--- src/rtl/lctx_pkg.sv ---
package lctx_pkg;

  typedef enum logic [2:0] {
    PH_IDLE   = 3'd0,
    PH_START  = 3'd1,
    PH_DATA   = 3'd2,
    PH_PARITY = 3'd3,
    PH_STOP   = 3'd4
  } phase_e;

  localparam int MAX_WORD = 8;

  // Framing captured at acceptance; stop_len holds ticks (oversample up to 127).
  typedef struct packed {
    logic [3:0] nbits;
    logic       par_on;
    logic       par_val;
    logic [7:0] stop_len;
  } frame_cfg_t;

  function automatic logic [3:0] word_bits(input logic [1:0] sel);
    return 4'd5 + {2'b00, sel};
  endfunction

  function automatic logic [7:0] stop_span(input logic two, input logic [1:0] sel,
                                           input int os);
    logic [7:0] r;
    if (!two)              r = 8'(os);
    else if (sel == 2'b00) r = 8'(os + os / 2);
    else                   r = 8'(2 * os);
    return r;
  endfunction

  function automatic logic parity_of(input logic [MAX_WORD-1:0] d, input logic [1:0] sel,
                                     input logic even_sel, input logic stick);
    logic x;
    x = 1'b0;
    for (int i = 0; i < MAX_WORD; i++)
      if (i < int'(word_bits(sel))) x = x ^ d[i];
    if (stick) return even_sel;
    return even_sel ? x : ~x;
  endfunction

endpackage

--- src/rtl/lctx_cfg_decode.sv ---
module lctx_cfg_decode
  import lctx_pkg::*;
#(
  parameter int OVERSAMPLE = 16
) (
  input  logic [5:0]          lcr_lo,
  input  logic [MAX_WORD-1:0] data,
  output frame_cfg_t          cfg
);

  always_comb begin
    cfg.nbits    = word_bits(lcr_lo[1:0]);
    cfg.par_on   = lcr_lo[3];
    cfg.par_val  = parity_of(data, lcr_lo[1:0], lcr_lo[4], lcr_lo[5]);
    cfg.stop_len = stop_span(lcr_lo[2], lcr_lo[1:0], OVERSAMPLE);
  end

endmodule

--- src/rtl/lctx_tick_timer.sv ---
module lctx_tick_timer #(
  parameter int CNT_W = 6
) (
  input  logic             clk,
  input  logic             rst_n,
  input  logic             clear,
  input  logic             tick,
  input  logic [CNT_W-1:0] limit,
  output logic             phase_end
);

  logic [CNT_W-1:0] cnt_q;
  logic             at_last;

  assign at_last   = (cnt_q == limit - CNT_W'(1));
  assign phase_end = ~clear & tick & at_last;

  always_ff @(posedge clk or negedge rst_n) begin
    if (!rst_n)       cnt_q <= '0;
    else if (clear)   cnt_q <= '0;
    else if (tick)    cnt_q <= at_last ? '0 : cnt_q + CNT_W'(1);
  end

  // the tick count never runs past the current phase length
  assert_cnt_bounded_R7: assert property (@(posedge clk) disable iff (!rst_n)
    !clear |-> (cnt_q < limit));

  // without a tick the position inside a bit does not move
  assert_hold_no_tick_R12: assert property (@(posedge clk) disable iff (!rst_n)
    (!tick && !clear) |=> $stable(cnt_q));

endmodule

--- src/rtl/lctx_frame_fsm.sv ---
module lctx_frame_fsm
  import lctx_pkg::*;
#(
  parameter int OVERSAMPLE = 16,
  parameter int CNT_W      = 6
) (
  input  logic                clk,
  input  logic                rst_n,
  input  logic                start,
  input  logic                abort,
  input  frame_cfg_t          cfg_in,
  input  logic [MAX_WORD-1:0] data_in,
  input  logic                phase_end,
  output phase_e              phase,
  output logic                line_bit,
  output logic [CNT_W-1:0]    phase_len,
  output logic                ev_done
);

  frame_cfg_t          cfg_q;
  logic [MAX_WORD-1:0] shreg;
  logic [3:0]          bit_idx;
  logic                last_data;

  assign last_data = (bit_idx == cfg_q.nbits - 4'd1);
  assign phase_len = (phase == PH_STOP) ? cfg_q.stop_len[CNT_W-1:0] : CNT_W'(OVERSAMPLE);
  assign ev_done   = (phase == PH_STOP) & phase_end & ~abort;

  always_comb begin
    case (phase)
      PH_START:  line_bit = 1'b0;
      PH_DATA:   line_bit = shreg[0];
      PH_PARITY: line_bit = cfg_q.par_val;
      default:   line_bit = 1'b1;
    endcase
  end

  always_ff @(posedge clk or negedge rst_n) begin
    if (!rst_n) begin
      phase   <= PH_IDLE;
      cfg_q   <= '0;
      shreg   <= '0;
      bit_idx <= '0;
    end else if (abort) begin
      phase <= PH_IDLE;
    end else begin
      case (phase)
        PH_IDLE: if (start) begin
          phase <= PH_START;
          cfg_q <= cfg_in;
          shreg <= data_in;
        end
        PH_START: if (phase_end) begin
          phase   <= PH_DATA;
          bit_idx <= '0;
        end
        PH_DATA: if (phase_end) begin
          shreg <= shreg >> 1;
          if (last_data) phase <= cfg_q.par_on ? PH_PARITY : PH_STOP;
          else           bit_idx <= bit_idx + 4'd1;
        end
        PH_PARITY: if (phase_end) phase <= PH_STOP;
        PH_STOP:   if (phase_end) phase <= PH_IDLE;
        default:   phase <= PH_IDLE;
      endcase
    end
  end

  // the data index stays inside the captured word length
  assert_bit_index_R3: assert property (@(posedge clk) disable iff (!rst_n)
    (phase == PH_DATA) |-> (bit_idx < cfg_q.nbits));

  // a parity phase only occurs when parity was enabled at acceptance
  assert_parity_enabled_R4: assert property (@(posedge clk) disable iff (!rst_n)
    (phase == PH_PARITY) |-> cfg_q.par_on);

  // the captured framing stays fixed for the whole frame
  assert_cfg_hold_R9: assert property (@(posedge clk) disable iff (!rst_n)
    (phase != PH_IDLE) |=> $stable(cfg_q));

endmodule

--- src/rtl/lc_uart_tx.sv ---
module lc_uart_tx
  import lctx_pkg::*;
#(
  parameter int OVERSAMPLE = 16
) (
  input  logic       clk,
  input  logic       rst_n,
  input  logic       tick16,
  input  logic [7:0] lcr_byte,
  input  logic       in_valid,
  input  logic [7:0] in_data,
  output logic       in_ready,
  output logic       txd
);

  localparam int CNT_W = $clog2(2 * OVERSAMPLE + 1);

  frame_cfg_t       cfg_now;
  phase_e           phase;
  logic             line_bit;
  logic [CNT_W-1:0] phase_len;
  logic             phase_end;
  logic             brk, idle;
  logic             ev_accept, ev_abort, ev_done;
  logic             lcr_unused;

  assign lcr_unused = lcr_byte[7];
  assign brk        = lcr_byte[6];
  assign idle       = (phase == PH_IDLE);
  assign in_ready   = idle & ~brk;
  assign ev_accept  = in_valid & in_ready;
  assign ev_abort   = brk & ~idle;
  assign txd        = line_bit & ~brk;

  lctx_cfg_decode #(.OVERSAMPLE(OVERSAMPLE)) u_decode (
    .lcr_lo (lcr_byte[5:0]),
    .data   (in_data),
    .cfg    (cfg_now)
  );

  lctx_tick_timer #(.CNT_W(CNT_W)) u_timer (
    .clk       (clk),
    .rst_n     (rst_n),
    .clear     (idle | brk),
    .tick      (tick16),
    .limit     (phase_len),
    .phase_end (phase_end)
  );

  lctx_frame_fsm #(.OVERSAMPLE(OVERSAMPLE), .CNT_W(CNT_W)) u_fsm (
    .clk       (clk),
    .rst_n     (rst_n),
    .start     (ev_accept),
    .abort     (ev_abort),
    .cfg_in    (cfg_now),
    .data_in   (in_data),
    .phase_end (phase_end),
    .phase     (phase),
    .line_bit  (line_bit),
    .phase_len (phase_len),
    .ev_done   (ev_done)
  );

  // the start bit appears the cycle after acceptance
  assert_start_low_R2: assert property (@(posedge clk) disable iff (!rst_n)
    ev_accept |=> !txd);

  // ready drops once a frame is accepted
  assert_busy_not_ready_R8: assert property (@(posedge clk) disable iff (!rst_n)
    ev_accept |=> !in_ready);

  // ready returns right after the final stop tick unless break is requested
  assert_done_ready_R8: assert property (@(posedge clk) disable iff (!rst_n)
    ev_done |=> (in_ready || lcr_byte[6]));

  // break abandons the frame in progress
  assert_break_drops_R10: assert property (@(posedge clk) disable iff (!rst_n)
    ev_abort |=> (phase == PH_IDLE));

endmodule

--- config.mk ---
export PLATFORM = sky130hd
export DESIGN_NAME = lc_uart_tx
export DESIGN_NICKNAME = d
export VERILOG_FILES = /design/src/rtl/lctx_pkg.sv /design/src/rtl/lctx_cfg_decode.sv /design/src/rtl/lctx_tick_timer.sv /design/src/rtl/lctx_frame_fsm.sv /design/src/rtl/lc_uart_tx.sv
export SDC_FILE = /design/constraint.sdc
export NUM_CORES = 1
export LEC_CHECK = 0
export ABC_AREA = 1
export BUFFER_PORTS_ARGS = -buffer_cell sky130_fd_sc_hd__buf_2
export CAP_MARGIN = 20
export CORE_MARGIN = 2
export CORE_UTILIZATION = 60
export DETAILED_ROUTE_END_ITERATION = 10
export PLACE_DENSITY = 0.86
export SLEW_MARGIN = 10
export SYNTH_ARGS = -nofsm -noshare
export SYNTH_HDL_FRONTEND = slang
export SYNTH_HIERARCHICAL = 1
export SYNTH_SLANG_ARGS = --single-unit
--- constraint.sdc ---
create_clock -name clk -period 3.3 [get_ports clk]
set_clock_uncertainty 0.1 [all_clocks]
set_input_delay 0.165 -clock clk [delete_from_list [all_inputs] [get_ports clk]]
set_output_delay 0.165 -clock clk [all_outputs]
set_load 0.1 [all_outputs]
---- Word level (Yosys, flattened, before mapping) ----
Cells that the tools add are included.
cells by class
  eq/ne operators ......................... 16
  order comparisons ....................... 8
  multiplexer cells ....................... 35
  bitwise gates (word level) .............. 19
  add/sub/neg operators ................... 5
  reduce and logical (&&, ||, !) cells .... 9
operators by type and width
  kind                 count
  $mux 6               6
  $mux 3               8
  $lt 3x4->1 const A   4
  $mux 8               2
  $pmux 8 s2           1
  $pmux 3 s5           1
  $mux 1               12
  $mux 4               3
  $ne 3x3->1 const B   4
  $lt 1x4->1 const A   2
  $lt 2x4->1 const A   2
  $pmux 4 s2           1
  $xor 1x1->1          7
  $add 6x1->6 const B  1
  $and 1x1->1          6
  $eq 3x2->1 const B   2
  $eq 6x6->1           1
  $ne 2x2->1 const B   3
  $reduce_and 6->1     1
  $reduce_bool 2->1    3
  $sub 6x1->6 const B  1
  $not 1->1            5
  $reduce_and 5->1     1
  $add 3x2->4 const A  1
  14 further kinds     14
storage, ports and cells
  logic and storage cells ................. 100
  output and inout port bits .............. 2
  bits of input ports ..................... 20
  register bits ........................... 33

---- Logic depth before layout (Yosys ltp) ----
Gate-level depths: netlist of the first run.
  depth after elaboration ................. 20
  mapped depth ............................ 20
  gate-level depth less buffers ........... 20

---- Cells and area by module ----
Netlist of the first run, hierarchy kept.
modules (own cells, without submodules)
  module           sequential area each (µm²)  area an instance (µm²)  instances  cells each
  lctx_frame_fsm   675.6                       1472.7                  1          182
  lctx_tick_timer  150.1                       561.8                   1          93
  lctx_cfg_decode  0.0                         319.1                   1          55
  lc_uart_tx       0.0                         62.6                    1          12

---- Worst setup path after synthesis of the first run ----
No wires, ideal clock.
  path type ............................... register -> register
  from .................................... register u_fsm.phase[1]
  to ...................................... register u_fsm.bit_idx[3]
  arrival time ............................ 2484 ps
  path buffers ............................ 0
  library setup time ...................... 117 ps
  data required time ...................... 3083 ps
  cell stages (with the launch flop) ...... 16
  period minus slack after synthesis ...... 2701 ps
  setup slack ............................. 599 ps
  cell sequence ........................... dfrtp_1 -> nor2_1 -> nand2_2 -> nor2_1 -> inv_1 -> ha_1 -> xor2_1 -> nand3_1 -> nor2_2 -> nand3_2 -> nor2_1 -> inv_1 -> nor2_1 -> nand3_2 -> nand2_1 -> nand2_1
between the ends
  cells in the longest elaborated chain, start to end .. 7
  elaborated cells on any way between the ends .. 20
  classes of those cells .................. add/sub (1); eq/ne (7); mux (2); bitwise (7); reduce/logical (3)
ends and longest elaborated chain
  element                       RTL line               source
  start, declared               lctx_frame_fsm.sv:14   output phase_e phase,
  start signal, assigned        lctx_frame_fsm.sv:59   if (last_data) phase <= cfg_q.par_on ? PH_PARITY : PH_STOP;
  $eq 3x3->1 *                  lctx_frame_fsm.sv:26   assign phase_len = (phase == PH_STOP) ? cfg_q.stop_len[CNT_W-1:0] : CNT_W'(OVERSAMPLE);
  $mux 6 *                      lctx_frame_fsm.sv:26
  named net phase_len[1]        lc_uart_tx.sv:21       logic [CNT_W-1:0] phase_len;
  $sub 6x1->6 *                 lctx_tick_timer.sv:15  assign at_last = (cnt_q == limit - CNT_W'(1));
  $eq 6x6->1 *                  lctx_tick_timer.sv:15
  $and 1x1->1 *                 lctx_tick_timer.sv:16  assign phase_end = ~clear & tick & at_last;
  named net phase_end           lc_uart_tx.sv:22       logic phase_end;
  $ne 2x2->1 (no line)          -
  $reduce_and 5->1 (no line) *  -
  end signal, assigned          lctx_frame_fsm.sv:60   else bit_idx <= bit_idx + 4'd1;
  end, declared                 lctx_frame_fsm.sv:22   logic [3:0] bit_idx;
Mark *: on every way through the listed nets, which the timed path passes. The rest lies on a longest branch.
A chain may end at the register's enable or synchronous reset.

---- Final worst setup path of the first run ----
  from .................................... register u_fsm.phase[1]
  to ...................................... register u_fsm.bit_idx[1]
Same word-level chain as after synthesis.

==> run metrics, run 1 <==
setup violators final 0; slowest cell delay on critical path 380 ps; Clock Pin Slew Worst Setup and Hold Paths 60 ps; Critical Path Fanout Max 8; clk sinks 33; Port Buf Inserts 20; vias in the first global route 2,002; slew at the pin closest to its max-slew limit 744.8 ps; final core utilization 70.69%; # fillers 316; Cells after Synth 339; root buffer cell clkbuf_8; required time worst endpoint 3370 ps; CP max-delay cell dfrtp_1; diode count 0; Setup CP Type reg -> reg; RD Place Congestion 0.8696; PwrDens 711.0 mW/mm²; CTS tree yes; fin crit share 88.81%; Critical Path, Cell by Cell nor2_1 -> nand2_2 -> nor2_1 -> inv_1 -> ha_1 -> xor2_1 -> nand3_1 -> nor2_2 -> nand3_2 -> nor2_1 -> inv_1 -> nor2_1 -> nand3_2 -> nand2_1 -> nand2_1; Initial DRC Count 93; Congestion Overflow GR 0; final hold vios 0; commonest non-fill, non-tap cell in the layout nand2_1; synthesis-to-layout area growth 10.44%; vias per cell 5.175; row count 22; DR WL/cell 11.26 µm; Static Leak 1.464 nW; Worst path most repeated cell nor2_1; yosys warns 6; Floorplan Core Area 0.003744 mm²; Highest Clock Rate 341.2 MHz; RSZ-0062 raised after global routing false; CTS Buf Count 5; Max Transition Viols Final 0; die height 67.20 µm; HP Class in -> reg; H-tree Lvls 2; cts repair resizes 0; Clock Latency Late Sink 290 ps; router iterations before antenna repair 4; Worst EP arrival 3000 ps; crit path launch type flop; Worst VDD drop 0.0004952 V; antenna violations before repair 0; detailed placer's ending HPWL 3454 µm; Die X 67.20 µm; DRC 0; synthesized cell area 0.002396 mm²; Total GRT Usage 23.84%; final WL 4697 µm; Initial Utilization 64.00%; Worst slew margin 50.35%; nets 395; post-layout min period 2931 ps; largest net degree at the start of global routing 34; Vias 2,158; proportion of layout cells with a drive suffix above 1 20.60%; status finished clean; post-route ant nets 0; most frequent cells in the layout nand2_1 (93), inv_1 (46), nor2_1 (35), dfrtp_1 (33), nand3_1 (25); global-route wire length before repair 8148 µm; max cap viols 0; Final Power 1.882 mW; Worst setup EP type flop; Setup TNS 0 ps; Max Root-Sink Buffers 2; Die ar. 0.004515 mm²; IO Pins 22; mean post-synth cell area 7.068 µm²
power breakdown:
part	internal, mW	switching (mW)	leakage (nW)
sequential	0.541	0.0700	0.406
clock	0.146	0.145	0.0450
combinational	0.348	0.631	1.01
worst paths after layout:
| kind | from | endpoint | slack [ps] | depth (start not counted) |
|---|---|---|---|---|
| setup / recovery | u_fsm/phase[1]$_DFFE_PN0P_ | u_fsm/bit_idx[1]$_DFFE_PN0P_ | 370 | 15 |
| min in group asynchronous | rst_n | u_fsm/shreg[3]$_DFFE_PN0P_ | 370 | 2 |
| max in group asynchronous | rst_n | u_fsm/phase[1]$_DFFE_PN0P_ | 2240 | 2 |
| hold / removal | lcr_byte[3] | u_fsm/cfg_q[9]$_DFFE_PN0P_ | 20 | 2 |
| hold reg to reg | u_fsm/cfg_q[0]$_DFFE_PN0P_ | u_fsm/cfg_q[0]$_DFFE_PN0P_ | 410 | 2 |
| setup reg to reg | u_fsm/phase[1]$_DFFE_PN0P_ | u_fsm/bit_idx[1]$_DFFE_PN0P_ | 370 | 15 |
what timing repair did:
item	4_1_cts	5_1_grt
hold endpoints to repair	33	0
endpoints found under the setup margin	0	1
hold buffers	1	0
setup buffers	0	5
final cells by class:
class	instances	area, µm²	share of cell area [%]
Clock buffer	6	72.57	2.742
Clock inverter	2	10.01	0.3783
Timing Repair Buffer	29	170.2	6.430
Inverter	56	214.0	8.085
Multi-Input combinational cell	243	1294	48.89
Sequential cell	33	825.8	31.21
Tap cell	48	60.06	2.270
metal layers:
metal,track usage [%],share of wire [%],vias to the layer above
li1,-,-,1114
met1,28.52,43,993
met2,42.33,52,42
met3,4.500,3.1,9
met4,9.184,1.9,0
met5,0,0,-
sequential cells by signal, summed over array words and instances, names as in the netlist:
signal,count
u_fsm/phase,3
u_timer/cnt_q,6
u_fsm/cfg_q,12
u_fsm/shreg,8
u_fsm/bit_idx,4
metrics by stage:
stage	hold WS, ps	cells	cell area [µm²]	setup slack [ps]
after floorplan	-230.6	341	2404	619.2
after global placement	167.8	403	2516	437.4
after detailed placement	174.3	403	2516	346.6
after CTS	12.17	412	2609	323.7
after global routing	23.10	417	2646	46.03
final	17.59	417	2646	369.4
critical path, delay by kind of cell, from the launching register on:
kind	cells	cell delay (ps)
simple gates	11	1740
flops	1	380
fa+ha+maj	1	290
buf+inv	2	180
xor+xnor	1	140
Note: power is estimated with default switching activity, not from simulation.
==> inputs of run 2 (changes only) <==
--- a/config.mk
+++ b/config.mk
@@ -8,6 +8,7 @@
 export ABC_AREA = 1
 export BUFFER_PORTS_ARGS = -buffer_cell sky130_fd_sc_hd__buf_2
 export CAP_MARGIN = 20
+export CORE_ASPECT_RATIO = 0.75
 export CORE_MARGIN = 2
 export CORE_UTILIZATION = 60
 export DETAILED_ROUTE_END_ITERATION = 10
==> run 2 against run 1 <==
Count of clock-buffer cells in the layout rose by 1; power rose by 0.83%; critical path depth rose by 2.
==> run metrics, run 2 (synthesis results as in run 1) <==
status finished clean; Congestion Overflow GR 0; Clock Latency Late Sink 290 ps; IO Pins 22; Clock Pin Slew Worst Setup and Hold Paths 60 ps; family with the most delay on the worst path simple AND/OR/NAND/NOR gates; Setup CP Type reg -> reg; clk sinks 33; detailed placer's ending HPWL 3540 µm; Final Power 1.897 mW; proportion of layout cells with a drive suffix above 1 20.33%; vias in the first global route 2,010; Die X 76.97 µm; setup violators final 0; Worst VDD drop 0.0005887 V; Highest Clock Rate 340.2 MHz; final WL 4879 µm; diode count 0; WP depth 17; Worst slew margin 50.06%; global-route wire length before repair 8424 µm; CTS tree yes; max reg flops 12; Worst EP arrival 3020 ps; largest registers u_fsm/cfg_q: 12 flops, u_fsm/shreg: 8 flops, u_timer/cnt_q: 6 flops; commonest non-fill, non-tap cell in the layout nand2_1; vias per cell 5.111; die height 58.73 µm; RSZ-0062 raised after global routing false; required time worst endpoint 3380 ps; Vias 2,126; Floorplan Core Area 0.003732 mm²; Static Leak 1.444 nW; DR WL/cell 11.73 µm; crit path launch type flop; post-layout min period 2940 ps; H-tree Lvls 2; Die ar. 0.004520 mm²; Setup TNS 0 ps; Initial Utilization 64.20%; RD Place Congestion 0.8804; CP max-delay cell dfrtp_1; nets 391; Max Transition Viols Final 0; fin crit share 89.09%; final hold vios 0; Worst path most repeated cell nor2_1; post-route ant nets 0; PwrDens 717.3 mW/mm²; largest net degree at the start of global routing 34; slowest cell delay on critical path 490 ps; Total GRT Usage 23.56%; max cap viols 0; Max Root-Sink Buffers 2; antenna violations before repair 0; most frequent cells in the layout nand2_1 (93), inv_1 (46), dfrtp_1 (33), nor2_1 (32), nand3_1 (25); root buffer cell clkbuf_8; Initial DRC Count 127; CTS Buf Count 5; Critical Path Fanout Max 8; Port Buf Inserts 20; row count 19; hold path depth 2; synthesis-to-layout area growth 10.39%; HP Class in -> reg; slew at the pin closest to its max-slew limit 749.1 ps; router iterations before antenna repair 4; WP buf/inv 2; Worst setup EP type flop; worst reg2reg path depth 17; largest reg by FF count u_fsm/cfg_q; DRC 0; Critical Path, Cell by Cell nor2_2 -> nand2_2 -> nor2_1 -> inv_2 -> ha_1 -> xor2_1 -> nand3_1 -> nor2_2 -> nand3_2 -> nor2_1 -> nor2_1 -> inv_1 -> a21oi_1 -> nor2_1 -> nand2_1 -> nand2_1 -> nand2_1
[run 2: cell types whose count changed in the layout (fill, tap and decap cells not counted), sizes merged]
cell and delta:
clkbuf +1, buf -4, clkinv -2
[run 2: power by group]
| part | switching (mW) | internal [mW] |
|---|---|---|
| combinational | 0.625 | 0.332 |
| sequential | 0.0885 | 0.541 |
| clock | 0.144 | 0.165 |
| total | 0.858 | 1.04 |
[run 2: final timing paths]
path / from / to / slack (ps)
setup / recovery: u_fsm/phase[1]$_DFFE_PN0P_ / u_fsm/phase[1]$_DFFE_PN0P_ / 360
hold / removal: lcr_byte[3] / u_fsm/cfg_q[9]$_DFFE_PN0P_ / 10
setup reg to reg: u_fsm/phase[1]$_DFFE_PN0P_ / u_fsm/phase[1]$_DFFE_PN0P_ / 360
hold reg to reg: u_fsm/cfg_q[8]$_DFFE_PN0P_ / u_fsm/cfg_q[8]$_DFFE_PN0P_ / 420
max in group asynchronous: rst_n / u_timer/cnt_q[4]$_DFFE_PN0P_ / 2240
min in group asynchronous: rst_n / u_fsm/shreg[3]$_DFFE_PN0P_ / 380
[run 2: repair_timing]
action	in CTS	in global routing
hold buffers	1	0
setup buffers	0	1
endpoints found under the hold margin	33	0
endpoints found under the setup margin	0	9
gates resized for setup	0	3
[run 2: area by class of cell]
| cell class | instances | area (µm²) |
|---|---|---|
| inverter | 56 | 214.0 |
| sequential | 33 | 825.8 |
| fill | 294 | 1087 |
| clock buffer | 7 | 86.33 |
| timing repair buffer | 25 | 152.6 |
| multi-input combinational | 243 | 1301 |
| tap | 52 | 65.06 |
[run 2: metal layers]
| layer | vias to the layer above | share of wire (%) | global-route usage (%) |
|---|---|---|---|
| li1 | 1102 | - | - |
| met1 | 957 | 48 | 30.55 |
| met2 | 60 | 45 | 38.85 |
| met3 | 7 | 5.3 | 4.908 |
| met4 | 0 | 1.5 | 10.71 |
| met5 | - | 0 | 0 |
[run 2: metrics by stage]
stage / cell area, µm² / worst slack [ps] / instances / utilization (%) / hold slack [ps]
floorplan: 2404 / 619.2 / 341 / - / -230.6
global placement: 2521 / 402.9 / 407 / 67.55 / 172.0
detailed placement: 2521 / 277.4 / 407 / 67.55 / 178.6
CTS: 2618 / 272.0 / 415 / 70.13 / 6.274
global route: 2645 / 57.23 / 416 / 70.87 / 5.181
finish: 2645 / 360.1 / 416 / 70.87 / 11.37
